==> config.mk <==
export PLATFORM = sky130hd
export DESIGN_NAME = cal_alarm_top
export DESIGN_NICKNAME = d
export VERILOG_FILES = /design/src/rtl/cal_alarm_pkg.sv /design/src/rtl/cal_alarm_slot.sv /design/src/rtl/cal_alarm_match.sv /design/src/rtl/cal_alarm_irq.sv /design/src/rtl/cal_alarm_top.sv
export SDC_FILE = /design/constraint.sdc
export NUM_CORES = 1
export LEC_CHECK = 0
export BUFFER_PORTS_ARGS = -buffer_cell sky130_fd_sc_hd__buf_4
export CORE_ASPECT_RATIO = 1.5
export CORE_UTILIZATION = 51
export CTS_CLUSTER_DIAMETER = 50
export DETAILED_ROUTE_END_ITERATION = 10
export GPL_TIMING_DRIVEN = 0
export PLACE_DENSITY = 0.78
export SYNTH_ARGS = -nofsm -noshare
export SYNTH_HDL_FRONTEND = slang
export SYNTH_SLANG_ARGS = --single-unit
export TNS_END_PERCENT = 5
==> constraint.sdc <==
create_clock -name clk -period 1.5 [get_ports clk]
set_clock_uncertainty 0.05 [all_clocks]
set_input_delay 0.075 -clock clk [delete_from_list [all_inputs] [get_ports clk]]
set_output_delay 0.075 -clock clk [all_outputs]
set_load 0.005 [all_outputs]
==> src/rtl/cal_alarm_pkg.sv <==
package cal_alarm_pkg;
  localparam int NFIELD   = 7;
  localparam int SLOT_W   = 8;
  localparam int ADDR_W   = 4;
  localparam int DATA_W   = 16;
  localparam int FLAG_BIT = 15;
  localparam int A_COMMIT = 7;
  localparam int A_IRQEN  = 8;
  localparam int A_STATUS = 9;

  // BCD width of each calendar slot, in slot order
  function automatic int slot_width(input int idx);
    case (idx)
      0, 1:    return 7;
      2, 4:    return 6;
      3:       return 3;
      5:       return 5;
      default: return 8;
    endcase
  endfunction
endpackage

==> src/rtl/cal_alarm_slot.sv <==
module cal_alarm_slot #(
  parameter int W = 7
) (
  input  logic         clk,
  input  logic         rst_n,
  input  logic         sel_i,
  input  logic [W-1:0] val_i,
  input  logic         flag_i,
  input  logic         commit_i,
  output logic [W-1:0] act_val_o,
  output logic         act_flag_o
);
  logic [W-1:0] stg_val;
  logic         stg_flag;

  always_ff @(posedge clk or negedge rst_n) begin
    if (!rst_n) begin
      stg_val  <= '0;
      stg_flag <= 1'b0;
    end else if (sel_i) begin
      stg_val  <= val_i;
      stg_flag <= flag_i;
    end
  end

  always_ff @(posedge clk or negedge rst_n) begin
    if (!rst_n) begin
      act_val_o  <= '0;
      act_flag_o <= 1'b0;
    end else if (commit_i) begin
      act_val_o  <= stg_val;
      act_flag_o <= stg_flag;
    end
  end

  // active copy only moves on a commit
  a_r3_hold_without_commit: assert property (@(posedge clk) disable iff (!rst_n)
    !commit_i |=> ($stable(act_val_o) && $stable(act_flag_o)));
endmodule

==> src/rtl/cal_alarm_match.sv <==
module cal_alarm_match #(
  parameter int NF = 7,
  parameter int SW = 8
) (
  input  logic [NF*SW-1:0] alarm_i,
  input  logic [NF-1:0]    flag_i,
  input  logic [NF*SW-1:0] cal_i,
  input  logic             tick_i,
  output logic             hit_o
);
  logic [NF-1:0] agree;

  for (genvar g = 0; g < NF; g++) begin : g_cmp
    assign agree[g] = !flag_i[g] || (alarm_i[g*SW +: SW] == cal_i[g*SW +: SW]);
  end

  assign hit_o = tick_i && (|flag_i) && (&agree);
endmodule

==> src/rtl/cal_alarm_irq.sv <==
module cal_alarm_irq (
  input  logic clk,
  input  logic rst_n,
  input  logic hit_i,
  input  logic clr_i,
  input  logic en_wr_i,
  input  logic en_val_i,
  output logic status_o,
  output logic en_o,
  output logic irq_o
);
  always_ff @(posedge clk or negedge rst_n) begin
    if (!rst_n)       status_o <= 1'b0;
    else if (hit_i)   status_o <= 1'b1;
    else if (clr_i)   status_o <= 1'b0;
  end

  always_ff @(posedge clk or negedge rst_n) begin
    if (!rst_n)        en_o <= 1'b0;
    else if (en_wr_i)  en_o <= en_val_i;
  end

  assign irq_o = status_o && en_o;

  a_r4_hit_sets_status: assert property (@(posedge clk) disable iff (!rst_n)
    hit_i |=> status_o);
  a_r9_clear_drops_status: assert property (@(posedge clk) disable iff (!rst_n)
    (clr_i && !hit_i) |=> !status_o);
  a_r10_hit_beats_clear: assert property (@(posedge clk) disable iff (!rst_n)
    (clr_i && hit_i) |=> status_o);
endmodule

==> src/rtl/cal_alarm_top.sv <==
module cal_alarm_top
  import cal_alarm_pkg::*;
#(
  parameter int AW = ADDR_W,
  parameter int DW = DATA_W
) (
  input  logic          clk,
  input  logic          rst_n,
  input  logic          wr_en_i,
  input  logic [AW-1:0] wr_addr_i,
  input  logic [DW-1:0] wr_data_i,
  input  logic [AW-1:0] rd_addr_i,
  output logic [DW-1:0] rd_data_o,
  input  logic          cal_tick_i,
  input  logic [6:0]    cal_sec_i,
  input  logic [6:0]    cal_min_i,
  input  logic [5:0]    cal_hour_i,
  input  logic [2:0]    cal_wday_i,
  input  logic [5:0]    cal_day_i,
  input  logic [4:0]    cal_mon_i,
  input  logic [7:0]    cal_year_i,
  output logic          irq_o
);
  localparam int TOTW = NFIELD * SLOT_W;
  localparam int PADW = DW - SLOT_W - 1;

  logic [TOTW-1:0]   alarm_flat;
  logic [TOTW-1:0]   cal_flat;
  logic [NFIELD-1:0] alarm_flag;
  logic              commit, hit, clr, en_wr, status_q, irq_en_q;
  logic              unused_wbits;

  assign unused_wbits = ^wr_data_i[FLAG_BIT-1:SLOT_W];

  assign cal_flat[0*SLOT_W +: SLOT_W] = SLOT_W'(cal_sec_i);
  assign cal_flat[1*SLOT_W +: SLOT_W] = SLOT_W'(cal_min_i);
  assign cal_flat[2*SLOT_W +: SLOT_W] = SLOT_W'(cal_hour_i);
  assign cal_flat[3*SLOT_W +: SLOT_W] = SLOT_W'(cal_wday_i);
  assign cal_flat[4*SLOT_W +: SLOT_W] = SLOT_W'(cal_day_i);
  assign cal_flat[5*SLOT_W +: SLOT_W] = SLOT_W'(cal_mon_i);
  assign cal_flat[6*SLOT_W +: SLOT_W] = SLOT_W'(cal_year_i);

  assign commit = wr_en_i && (wr_addr_i == AW'(A_COMMIT)) && wr_data_i[FLAG_BIT];
  assign clr    = wr_en_i && (wr_addr_i == AW'(A_STATUS)) && wr_data_i[0];
  assign en_wr  = wr_en_i && (wr_addr_i == AW'(A_IRQEN));

  for (genvar g = 0; g < NFIELD; g++) begin : g_slot
    localparam int W = slot_width(g);
    logic [W-1:0] act_val;

    cal_alarm_slot #(.W(W)) u_slot (
      .clk        (clk),
      .rst_n      (rst_n),
      .sel_i      (wr_en_i && (wr_addr_i == AW'(g))),
      .val_i      (wr_data_i[W-1:0]),
      .flag_i     (wr_data_i[FLAG_BIT]),
      .commit_i   (commit),
      .act_val_o  (act_val),
      .act_flag_o (alarm_flag[g])
    );
    assign alarm_flat[g*SLOT_W +: SLOT_W] = SLOT_W'(act_val);
  end

  cal_alarm_match #(.NF(NFIELD), .SW(SLOT_W)) u_match (
    .alarm_i (alarm_flat),
    .flag_i  (alarm_flag),
    .cal_i   (cal_flat),
    .tick_i  (cal_tick_i),
    .hit_o   (hit)
  );

  cal_alarm_irq u_irq (
    .clk      (clk),
    .rst_n    (rst_n),
    .hit_i    (hit),
    .clr_i    (clr),
    .en_wr_i  (en_wr),
    .en_val_i (wr_data_i[0]),
    .status_o (status_q),
    .en_o     (irq_en_q),
    .irq_o    (irq_o)
  );

  always_comb begin
    rd_data_o = '0;
    for (int i = 0; i < NFIELD; i++) begin
      if (rd_addr_i == AW'(i))
        rd_data_o = {alarm_flag[i], {PADW{1'b0}}, alarm_flat[i*SLOT_W +: SLOT_W]};
    end
    if (rd_addr_i == AW'(A_IRQEN))  rd_data_o = {{(DW-1){1'b0}}, irq_en_q};
    if (rd_addr_i == AW'(A_STATUS)) rd_data_o = {{(DW-1){1'b0}}, status_q};
  end

  // nothing flagged means no new status
  a_r6_no_flag_no_set: assert property (@(posedge clk) disable iff (!rst_n)
    ((alarm_flag == '0) && !status_q) |=> !status_q);
  // no strobe means no new status
  a_r7_no_tick_no_set: assert property (@(posedge clk) disable iff (!rst_n)
    (!cal_tick_i && !status_q) |=> !status_q);
endmodule

# Word level (Yosys, flattened, before mapping)
# Index checks and enable logic that the tools add are counted.
word_totals:
  ff_bits: 100
  inputBits: 70
  out_inout_bits: 17
  wordCells: 99
classes:
  eq_ne: 24
  mux: 11
  n_reduce_logical: 34
ops:
  columns: ["op", "n"]
  rows:
  - ["2-to-1 mux 16 bit", 9]
  - ["== test 4 x 3 -> 1 bit (second input constant)", 7]
  - ["== test 4 x 2 -> 1 bit (second input constant)", 4]
  - ["== test 4 bit (second input constant)", 4]
  - ["logical AND 1 bit", 15]
  - ["== test 7 bit", 2]
  - ["== test 6 bit", 2]
  - ["== test 4 x 1 -> 1 bit (second input constant)", 2]
  - ["== test 8 bit", 1]
  - ["logical NOT 4 bit", 2]
  - ["logical NOT 1 bit", 7]
  - ["logical OR 1 bit", 7]
  - ["AND reduction 7 bit", 1]
  - ["OR reduction 7 bit", 1]
  - ["== test 5 bit", 1]
  - ["== test 3 bit", 1]
  - ["2-to-1 mux 1 bit", 2]
  - ["nonzero test 2 bit", 1]

# Longest topological paths before layout
# Gate-level depths: netlist of the first run.
depth:
  ltp_word: 10
  mapped_depth: 6
  depth_no_buf: 5

# Modules after synthesis
# From an unflattened synthesis of the first run, not the netlist that was laid out.
unflattened:
  hier_cells: 404
  area_unflattened_um2: 5484.0
by_module_without_submodules:
  columns: ["module", "instances", "cells_each", "area_per_inst_um2"]
  rows:
  - ["cal_alarm_slot (g_slot[0].u_slot ...)", 2, 34, 663.1]
  - ["cal_alarm_slot (g_slot[2].u_slot ...)", 2, 30, 583.1]
  - ["cal_alarm_slot (g_slot[6].u_slot)", 1, 38, 743.2]
  - ["cal_alarm_top", 1, 107, 715.7]
  - ["cal_alarm_match", 1, 83, 656.9]
  - ["cal_alarm_slot (g_slot[5].u_slot)", 1, 26, 503.0]
  - ["cal_alarm_slot (g_slot[3].u_slot)", 1, 16, 290.3]
  - ["cal_alarm_irq", 1, 6, 82.6]

# Worst setup path after synthesis of the first run
# Ideal clock, no wire load.
synth_timing:
  path_type: "register to output"
  start: "register g_slot[2].u_slot.act_val_o[0]"
  end: "output rd_data_o[0]"
  t_arrival_ps: 1317
  path_slack_ps: 58
  stages_incl_launch_ff: 6
  path_buffers: 0
  path_cell_list: "dfrtp_1 -> mux4_2 -> nand2_1 -> a21oi_1 -> a211o_1 -> o311a_1"
synth_between:
  elab_chain_len: 7
synth_lines:
  columns: ["item", "line", "rtl"]
  rows:
  - ["start, declared", "cal_alarm_slot.sv:10", "output logic [W-1:0] act_val_o,"]
  - ["start signal, assigned", "cal_alarm_slot.sv:31", "act_val_o <= stg_val;"]
  - ["2-to-1 mux 16 bit (5 in a row)", "cal_alarm_top.sv:87", "if (rd_addr_i == AW'(i))"]
  - ["2-to-1 mux 16 bit", "cal_alarm_top.sv:90", "if (rd_addr_i == AW'(A_IRQEN)) rd_data_o = {{(DW-1){1'b0}}, irq_en_q};"]
  - ["2-to-1 mux 16 bit", "cal_alarm_top.sv:91", "if (rd_addr_i == AW'(A_STATUS)) rd_data_o = {{(DW-1){1'b0}}, status_q};"]
  - ["end, declared", "cal_alarm_top.sv:13", "output logic [DW-1:0] rd_data_o,"]
# No other way between the ends.

# Worst setup path after layout of the first run
layout_timing:
  start: "register g_slot[3].u_slot.act_val_o[0]"
  end: "output rd_data_o[0]"
layout_between:
  elab_chain_len: 6
layout_lines:
  columns: ["item", "line"]
  rows:
  - ["start, declared", "cal_alarm_slot.sv:10"]
  - ["start signal, assigned", "cal_alarm_slot.sv:31"]
  - ["2-to-1 mux 16 bit (4 in a row)", "cal_alarm_top.sv:87"]
  - ["2-to-1 mux 16 bit", "cal_alarm_top.sv:90"]
  - ["2-to-1 mux 16 bit", "cal_alarm_top.sv:91"]
# No other way between the ends.

==> qor.yml, run 1 <==
status: "finished, violations left"
violations: "setup timing"
yosys.area_share.adder_pct: 0
grt_pass1_wl_um: 18300
area_growth_pct: 23.5
fin_ws_ns: -0.516
gr-usage-met1_pct: 32.6
ys_types: 39
finalPower_mw: 7.34
grt_most_used_layer: "met2"
synth_xor_area_share_pct: 7.51
use_met3_pct: 4.34
rsz0062_at_grt: "true"
async_reset_ff_share_pct: 100
hpwlAfterDp_um: 8430
slowest_stage: "mux4_2"
drtAntennaViolNets: 0
maxCapViolCount: 0
peakVddDrop_mv: 0.716
ys_seq_elements: 100
core_sq_um: 9310
cts.sinks: 100
fp.dieH_um: 122
worstSetupPathType: "reg -> out"
grt_max_degree: 101
hold_path_class: "in -> reg"
critical_path_buf_inv_count: 1
drt_wl_total_um: 11700
synth_compound_area_share_pct: 4.44
yosys.area_share.simple_pct: 6.10
drive_gt1_share_pct: 46.6
grt.met2_usage_pct: 42.3
drc: 0
cts_tree: "built"
grt_pass1_vias: 3454
yosysWarnings: 0
cts_root_buffer: "clkbuf_16"
diodes: 0
setup_viol: 7
clk_path_buf_depth: 2
grt.overflow.total: 0
synth_top_cell_area_share_pct: 51.1
cp.arrival_ns: 1.89
drt_pass1_iterations: 5
holdWs_ns: 0.0254
io_pins: 87
crit_path_max_fanout: 3
ys.flop_type: "dfrtp_1"
avgSynthCellArea_sq_um: 13.3
synth_common_cells: "dfrtp_1 (100), mux2_2 (98), xnor2_1 (30), nor2_1 (15)"
rows: 43
grt_usage_pct: 25.6
antenna_found_initial: 0
wl_per_cell_um: 19.9
finalHoldViolCount: 0
worst_pin_slew_ns: 0.514
crit_family: "multiplexers"
powerDensity_nw_per_um2: 1210
detail_route.vias_per_cell: 5.68
n_fill_cell: 707
synth_top_family_by_area: "multiplexers"
fin_crit_sh_pct: 134
fin_crit_ns: 2.02
gp_congestion: 0.904
cts.reportedPaths.clkPinSlew_ns: 0.06
cts_buffers: 9
cp_cell_sequence: "mux4_2, nand2_2, a21oi_2, a211o_1, o311a_1, buf_4"
cpPeakStageDelay_ns: 0.51
io_buffers: 71
vias: 3342
nets: 542
synth_mux_area_share_pct: 26.8
ys_seq_area_share_pct: 51.1
start_util_pct: 52.6
floorplan.die_area_sq_um: 10000
clkLatencyLatePin_ns: 0.35
drv_slew: 0
cp-start-kind: "flop"
yosysTopAreaCell: "dfrtp_1"
syn-instance-count: 369
required_ns: 1.37
syn_area_sq_um: 4900
dr.first_iter.drc_count: 262
fmax_mhz: 496
synth_edf_count: 0
p_leak_nw: 2.79
critPathCaptureType: "primary output"
die_width_um: 82.0
cts_max_level: 3
synth.most_common_cell: "dfrtp_1"
slew-limit-headroom_pct: 65.7
post-place-ws_ns: -0.197
ys_top_cells_by_area: "dfrtp_1 (51%), mux2_2 (23%), xnor2_1 (5.4%)"
-- stage by stage --
step	instances	setup TNS, ns	instance area, sq um	util (%)
final	588	-1.76	6050	65.0
after global routing	588	-2.46	6050	65.0
after CTS	584	-1.88	5980	64.2
after detailed placement	558	-0.928	5590	60.1
after global placement	558	-0.817	5590	60.1
after floorplan	375	0	4920	-
-- repair_timing --
item / 4_1_cts / 5_1_grt
hold buffers: 11 / 0
pin swaps: 2 / 1
buffers inserted: 0 / 3
gates resized for setup: 7 / 7
setup endpoints to repair: 9 / 9
cloned: 0 / 0
hold endpoints to repair: 108 / 0
-- where the power goes --
| part | leakage (nW) | internal (mW) | total, mW | switching [mW] |
|---|---|---|---|---|
| logic | 1.39 | 0.942 | 1.52 | 0.582 |
| clock network | 0.118 | 1.11 | 2.07 | 0.962 |
| registers | 1.28 | 3.27 | 3.74 | 0.469 |
| total | 2.79 | 5.32 | 7.34 | 2.01 |
-- final timing paths --
| path | start | to | slack (ns) | depth (start not counted) |
|---|---|---|---|---|
| setup / recovery | g_slot[3].u_slot.act_val_o[0] | rd_data_o[0] | -0.52 | 6 |
| hold / removal | wr_data_i[0] | g_slot[2].u_slot.stg_val[0] | 0.03 | 2 |
| setup reg to reg | g_slot[0].u_slot.act_flag_o | u_irq.status_o | 0 | 5 |
| hold reg to reg | g_slot[0].u_slot.stg_val[5] | g_slot[0].u_slot.act_val_o[5] | 0.45 | 1 |
| max in group asynchronous | rst_n | g_slot[1].u_slot.act_val_o[6] | 0.57 | 3 |
| min in group asynchronous | rst_n | g_slot[1].u_slot.stg_val[6] | 0.16 | 2 |
-- layout make-up --
cell class	instances	area (sq um)	area share (%)
Buffer	23	190	3.14
Clock buffer	11	233	3.85
Clock inverter	4	27.5	0.455
Inverter	1	3.75	0.0621
Multi-Input combinational cell	251	2260	37.3
Sequential cell	100	2500	41.4
Tap cell	112	140	2.32
Timing Repair Buffer	86	693	11.5
-- routing by layer --
metal	share of wire, %	routed length, um
met5	0	0
met4	2.6	303
met3	5.5	637
met2	51	5930
met1	41	4810
-- worst reg2reg max path: cells and delay by family, from the launching register on --
kind / cells / cell delay (ns)
simple gates: 3 / 0.78
flops: 1 / 0.44
compound gates: 2 / 0.13
-- placed cells by master (no fill, tap or decap), types with 3 or more instances in the layout --
master	count
xor2_1	12
o31ai_1	6
o21ai_1	3
a211oi_1	3
mux2_2	97
nand3_1	4
clkbuf_8	4
conb_1	7
clkinvlp_4	3
buf_4	83
xnor2_1	30
nor2b_1	3
mux4_2	4
nand2b_1	4
mux2i_1	9
a21oi_1	7
dfrtp_1	99
nor2_1	14
buf_2	6
buf_6	3
nand2_1	11
clkbuf_1	3
clkbuf_16	9
dlygate4sd3_1	11
nand4_1	8
nand3b_1	3
-- cells by family after synthesis --
family | count (synthesis)
DFF | 100
other | 1
and+or+nand+nor | 57
xor gates and xnor gates | 42
buffers and inverters | 24
AOI/OAI and AO/OA | 32
muxes | 113
-- sequential cells by signal, summed over array words and instances, names as in the netlist --
name	count
u_irq.status_o	1
u_irq.en_o	1
g_slot.u_slot.act_flag_o	7
g_slot.u_slot.stg_flag	7
g_slot.u_slot.act_val_o	42
g_slot.u_slot.stg_val	42
(Power assumes the default switching activity.)
==> run 2, diff against run 1 <==
--- a/config.mk
+++ b/config.mk
@@ -12,6 +12,7 @@
 export DETAILED_ROUTE_END_ITERATION = 10
 export GPL_TIMING_DRIVEN = 0
 export PLACE_DENSITY = 0.78
+export SETUP_SLACK_MARGIN = 0.5
 export SYNTH_ARGS = -nofsm -noshare
 export SYNTH_HDL_FRONTEND = slang
 export SYNTH_SLANG_ARGS = --single-unit
==> run 2 against run 1 <==
Compared with the run above: the run ends with hold timing, setup timing left; combinational power is 26% higher; setup slack better by 0.021 ns; non-clock buffer count is 5 higher; sequential cell count stayed put; routed wire length is 9.6% higher; design area is 7.8% higher; register-to-register slack worse by 0.18 ns; cell count is 1.0% higher; critical path type unchanged; total power is 11% higher; clock power is 19% higher; largest power group unchanged; largest cell class is now multi-input gates.
==> qor.yml, run 2 (synthesis gave the netlist of run 1 again) <==
status: "finished, violations left"
violations: "hold timing, setup timing"
peakVddDrop_mv: 0.688  # -3.9%
die_width_um: 82.0  # unchanged
fin_crit_ns: 2.00  # -0.0209 ns
slew-limit-headroom_pct: 58.1  # -7.6 points
clkLatencyLatePin_ns: 0.34  # about the same
drive_gt1_share_pct: 50.6  # +4.0 points
cts.sinks: 100  # unchanged
floorplan.die_area_sq_um: 10000  # unchanged
reg2reg_depth: 6  # +1
r2r_end: "u_irq.status_o"
critPathCaptureType: "primary output"
cts_max_level: 3  # unchanged
rsz0062_at_grt: "true"
io_buffers: 71  # unchanged
finalNonFillerCells: 594  # +1.0%
nets: 547  # +0.92%
finalHoldViolCount: 37  # +37
fin_crit_sh_pct: 133  # -1.4 points
grt_max_degree: 101  # unchanged
crit_path_max_fanout: 2  # -1
rows: 43  # unchanged
vias: 3428  # +2.6%
holdWs_ns: -0.349  # -0.375 ns
drtAntennaViolNets: 0  # unchanged
slowest_stage: "mux4_2"
powerDensity_nw_per_um2: 1240  # +2.5%
worst_pin_slew_ns: 0.627  # +0.113 ns
dr.first_iter.drc_count: 197  # -25%
grt_pass1_vias: 3581  # +3.7%
setup_viol: 7  # unchanged
post-place-cells: 558  # unchanged
cpPeakStageDelay_ns: 0.49  # -0.02 ns
grt.overflow.total: 0  # unchanged
fp.dieH_um: 122  # unchanged
drc: 0  # unchanged
cts_root_buffer: "clkbuf_16"
gp_congestion: 0.908  # +0.39%
grt_usage_pct: 26.6  # +1.0 points
clk_path_buf_depth: 2  # unchanged
core_sq_um: 9310  # unchanged
fin_ws_ns: -0.495  # +0.0209 ns
detail_route.vias_per_cell: 5.77  # +1.5%
final_cell_mix: "dfrtp_1 (99), buf_4 (89), mux2_4 (64)"
grt_pass1_wl_um: 18900  # +3.4%
p_leak_nw: 3.04  # +9.1%
antenna_found_initial: 0  # unchanged
diodes: 0  # unchanged
hold_path_class: "in -> async"
reg_top3: "g_slot.u_slot.act_val_o: 42 flops, g_slot.u_slot.stg_val: 42 flops"
cp-start-kind: "flop"
drt_wl_total_um: 12800  # +9.6%
start_util_pct: 52.6  # unchanged
io_pins: 87  # unchanged
maxCapViolCount: 0  # unchanged
cts.reportedPaths.clkPinSlew_ns: 0.06  # about the same
hpwlAfterDp_um: 8560  # +1.6%
wl_per_cell_um: 21.5  # +8.5%
ff2ff_setup_slack_ns: -0.18  # -0.18 ns
drt_pass1_iterations: 4  # -1
cts_tree: "built"
cp.arrival_ns: 1.87  # -0.02 ns
fmax_mhz: 501  # +1.0%
cts_buffers: 9  # unchanged
timing.rr.start: "g_slot[2].u_slot.act_val_o[0]"
area_growth_pct: 33.1
cp_cell_sequence: "mux4_2, nand2_1, a21oi_1, a211o_1, o311a_1, buf_4"
worstSetupPathType: "reg -> out"
drv_slew: 0  # unchanged
required_ns: 1.37  # about the same
final_common_cell: "dfrtp_1"
==> run 2: cell types whose count changed in the layout (fill, tap and decap cells not counted), sizes merged <==
cell / previous run / this run
buf: 93 / 101
dlygate4sd3: 11 / 7
clkinv: 1 / 4
bufinv: 0 / 2
clkinvlp: 3 / 1
clkbuf: 16 / 15
==> run 2: layer usage <==
metal / GRT usage [%] / up-vias / routed length [um]
met4: 16.1 / 0 / 601
met2: 43.6 / 133 / 6580
met1: 31.9 / 1728 / 4960
li1: - / 1526 / -
met5: 0 / - / 0
met3: 4.79 / 41 / 662
==> run 2: area by class of cell <==
class | instances | area (sq um)
fillers | 625 | 2790
repair buffers | 91 | 739
flip-flops and latches | 100 | 2500
clock inverters | 7 | 91.3
plain buffers | 23 | 269
well taps | 112 | 140
inverters | 1 | 3.75
multi-input cells | 251 | 2550
clock buffers | 9 | 225
==> run 2: through the flow <==
| stage | total power [mW] | util, % | setup TNS (ns) | worst slack, ns | instance area, sq um |
|---|---|---|---|---|---|
| 3_3_place_gp | 5.11 | 60.3 | -0.226 | -0.148 | 5610 |
| 5_1_grt | 8.45 | 70.0 | -2.24 | -0.551 | 6520 |
| 3_5_place_dp | 5.20 | 60.3 | -0.537 | -0.157 | 5610 |
| 2_1_floorplan | 4.60 | - | 0 | 0.104 | 4940 |
| 4_1_cts | 7.79 | 66.2 | -1.96 | -0.484 | 6160 |
| 6_report | 8.11 | 70.0 | -1.87 | -0.495 | 6520 |
==> run 2: power by group <==
group	leakage (nW)	switching (mW)	internal, mW
clock network	0.155	1.00	1.46
logic	1.61	0.694	1.22
registers	1.28	0.470	3.27
==> run 2: worst max path at each step <==
stage,cells past startpoint,startpoint,slack [ns],endpoint
floorplan,5,g_slot[1].u_slot.act_flag_o,0.10,u_irq.status_o
global placement,6,g_slot[2].u_slot.act_val_o[0],-0.15,rd_data_o[0]
detailed placement,6,g_slot[2].u_slot.act_val_o[0],-0.16,rd_data_o[0]
CTS,6,g_slot[2].u_slot.act_val_o[0],-0.48,rd_data_o[0]
global route,6,g_slot[2].u_slot.act_val_o[0],-0.55,rd_data_o[0]
finish,6,g_slot[2].u_slot.act_val_o[0],-0.50,rd_data_o[0]
==> run 2: critical path: cells and delay by family (launching register included) <==
| family | cells | cell delay [ns] |
|---|---|---|
| AO/OA/AOI/OAI | 3 | 0.40 |
| AND/OR/NAND/NOR | 1 | 0.08 |
| multiplexers | 1 | 0.49 |
| buffers and inverters | 1 | 0.15 |
| flip-flops | 1 | 0.42 |
==> run 2: what timing repair did <==
item	in CTS	in global routing
endpoints found under the setup margin	79	101
endpoints found under the hold margin	27	38
hold buffers	6	1
pin swaps	7	9
resized for setup	38	74
gates cloned	0	0
buffers inserted	5	7
==> run 3, diff against run 2 <==
--- a/config.mk
+++ b/config.mk
@@ -11,7 +11,7 @@
 export CTS_CLUSTER_DIAMETER = 50
 export DETAILED_ROUTE_END_ITERATION = 10
 export GPL_TIMING_DRIVEN = 0
-export PLACE_DENSITY = 0.78
+export PLACE_DENSITY = 0.77
 export SETUP_SLACK_MARGIN = 0.5
 export SYNTH_ARGS = -nofsm -noshare
 export SYNTH_HDL_FRONTEND = slang
==> run 3 against run 2 <==
Compared with the run above: the run still ends with hold timing, setup timing left; global-route usage is 1.4 points higher; routed wire length up 3.4%; sequential share of layout area shrank 0.22 points; combinational power up 2%; sequential power is essentially flat; sequential cell count stayed put; first-iteration DRC count is 8.6% higher; design area grew 0.54%; cell count grew 0.51%.
==> qor.yml, run 3 (synthesis gave the netlist of run 1 again) <==
floorplan.die_area_sq_um: 10000  # unchanged
hold_path_class: "in -> async"
grt_most_used_layer: "met2"
final_common_cell: "dfrtp_1"
p_leak_nw: 3.06  # +0.73%
cp-start-kind: "flop"
clkLatencyLatePin_ns: 0.35  # about the same
fin_crit_ns: 2.04  # +0.0423 ns
vias: 3530  # +3.0%
setup_viol: 8  # +1
core_sq_um: 9310  # unchanged
drive_gt1_share_pct: 50.5  # -0.11 points
nets: 551  # +0.73%
post-place-ws_ns: -0.153  # +0.00424 ns
fp.dieH_um: 122  # unchanged
status: "finished, violations left"
gr-usage-met1_pct: 34.9  # +3.0 points
fin_tns_setup_ns: -1.67  # +0.203 ns
drt_wl_total_um: 13200  # +3.4%
final_cell_mix: "dfrtp_1 (100), buf_4 (92), mux2_4 (67)"
finalHoldViolCount: 44  # +19%
gp_congestion: 0.905  # -0.33%
drt_pass1_iterations: 5  # +1
use_met3_pct: 5.09  # +0.30 points
cts_root_buffer: "clkbuf_16"
worst_pin_slew_ns: 0.672  # +0.0455 ns
maxCapViolCount: 0  # unchanged
combPwrFrac_pct: 24.1  # +0.5 points
area_growth_pct: 33.8
slew-limit-headroom_pct: 55.1  # -3.0 points
clk_path_buf_depth: 2  # unchanged
required_ns: 1.37  # about the same
holdBufCountCts: 9  # +3
drc: 0  # unchanged
grt.overflow.total: 0  # unchanged
n_fill_cell: 648  # +3.7%
switchingPower_mw: 2.14  # -1.1%
fin_crit_sh_pct: 136  # +2.8 points
violations: "hold timing, setup timing"
grt_pass1_wl_um: 19900  # +5.6%
grt.met2_usage_pct: 46.3  # +2.6 points
die_width_um: 82.0  # unchanged
io_pins: 87  # unchanged
powerDensity_nw_per_um2: 1230  # -0.86%
critPathCaptureType: "primary output"
grt_max_degree: 101  # unchanged
diodes: 0  # unchanged
rows: 43  # unchanged
finalNonFillerCells: 597  # +0.51%
hpwlAfterDp_um: 8590  # +0.32%
clockPowerShare_pct: 29.4  # -0.9 points
grt_pass1_vias: 3645  # +1.8%
cts_tree: "built"
cp.arrival_ns: 1.91  # +0.04 ns
wl_per_cell_um: 22.2  # +2.9%
worstSetupPathType: "reg -> out"
rsz0062_at_grt: "true"
fmax_mhz: 491  # -2.1%
holdWs_ns: -0.320  # +0.0292 ns
cts_max_level: 3  # unchanged
post-place-cells: 558  # unchanged
intPower_mw: 5.94  # about the same
cts.reportedPaths.clkPinSlew_ns: 0.06  # about the same
peakVddDrop_mv: 0.770  # +12%
pwr-share-seq_pct: 46.5  # +0.4 points
grt_usage_pct: 28.1  # +1.4 points
drv_slew: 0  # unchanged
cts_buffers: 9  # unchanged
cts.sinks: 100  # unchanged
dr.first_iter.drc_count: 214  # +8.6%
reg_top3: "g_slot.u_slot.act_val_o: 42 flops, g_slot.u_slot.stg_val: 42 flops"
fin_ws_ns: -0.538  # -0.0423 ns
final_util_pct: 70.4  # +0.38 points
drtAntennaViolNets: 0  # unchanged
detail_route.vias_per_cell: 5.91  # +2.5%
start_util_pct: 52.6  # unchanged
antenna_found_initial: 0  # unchanged
swShare_pct: 26.5  # -0.19 points
crit_path_max_fanout: 3  # +1
io_buffers: 71  # unchanged
==> run 3: changes by cell type in the layout (fill, tap and decap cells not counted), sizes merged <==
cell and change:
clkinv -4, bufinv -1, buf +4, dlygate4sd3 +2, clkbuf +3, clkinvlp -1
==> run 3: stage by stage <==
stage	cell area [sq um]	hold slack (ns)	power (mW)
3_3_place_gp	5610	0.263	5.12
5_1_grt	6560	-0.268	8.39
2_1_floorplan	4940	-0.271	4.60
3_5_place_dp	5610	0.267	5.22
6_report	6560	-0.320	8.08
4_1_cts	6340	-0.00487	7.87
==> run 3: final timing paths <==
check	slack, ns	end	startpoint	cells after the start
max in group asynchronous	1.04	g_slot[6].u_slot.stg_val[6]	rst_n	2
max	-0.54	rd_data_o[0]	g_slot[3].u_slot.act_val_o[0]	6
min reg2reg	0.45	g_slot[3].u_slot.stg_val[0]	g_slot[3].u_slot.stg_val[0]	1
min	-0.32	g_slot[5].u_slot.stg_val[2]	rst_n	1
max reg2reg	-0.07	u_irq.status_o	g_slot[2].u_slot.act_val_o[0]	6
min in group clk	0.02	u_irq.status_o	cal_tick_i	3
==> run 3: timing repair <==
item                                    in CTS  in global routing
pin swaps                                   10                  8
setup buffers                                6                  8
endpoints found under the hold margin       42                 44
gates resized for setup                     77                 41
endpoints found under the setup margin      87                100
==> run 3: power groups by stage <==
stage               logic (mW)  registers, mW  clock network, mW
CTS                       1.75           3.74               2.38
finish                    1.95           3.76               2.38
detailed placement        1.44           3.78                  0
global placement          1.38           3.74                  0
global route              2.09           3.81               2.49
floorplan                 1.02           3.59                  0
==> run 3: cell type report <==
class	instances	area [sq um]	area share [%]
plain buffers	23	275	4.20
inverters	1	3.75	0.0573
flip-flops and latches	100	2500	38.2
multi-input cells	251	2550	39.0
well taps	112	140	2.14
clock inverters	1	30.0	0.458
repair buffers	95	774	11.8
clock buffers	14	274	4.18
==> run 3: routing by layer <==
metal,share of wire [%],vias to the layer above
met1,40,1798
met4,3.7,0
li1,-,1531
met2,51,169
met3,5.3,32
met5,0,-
==> run 3: critical path, cell delays in order, from the launching register on <==
cell	delay, ns
dfrtp_1	0.42
mux4_2	0.52
nand2_2	0.08
a21oi_2	0.05
a211o_1	0.23
o311a_1	0.12
buf_4	0.14
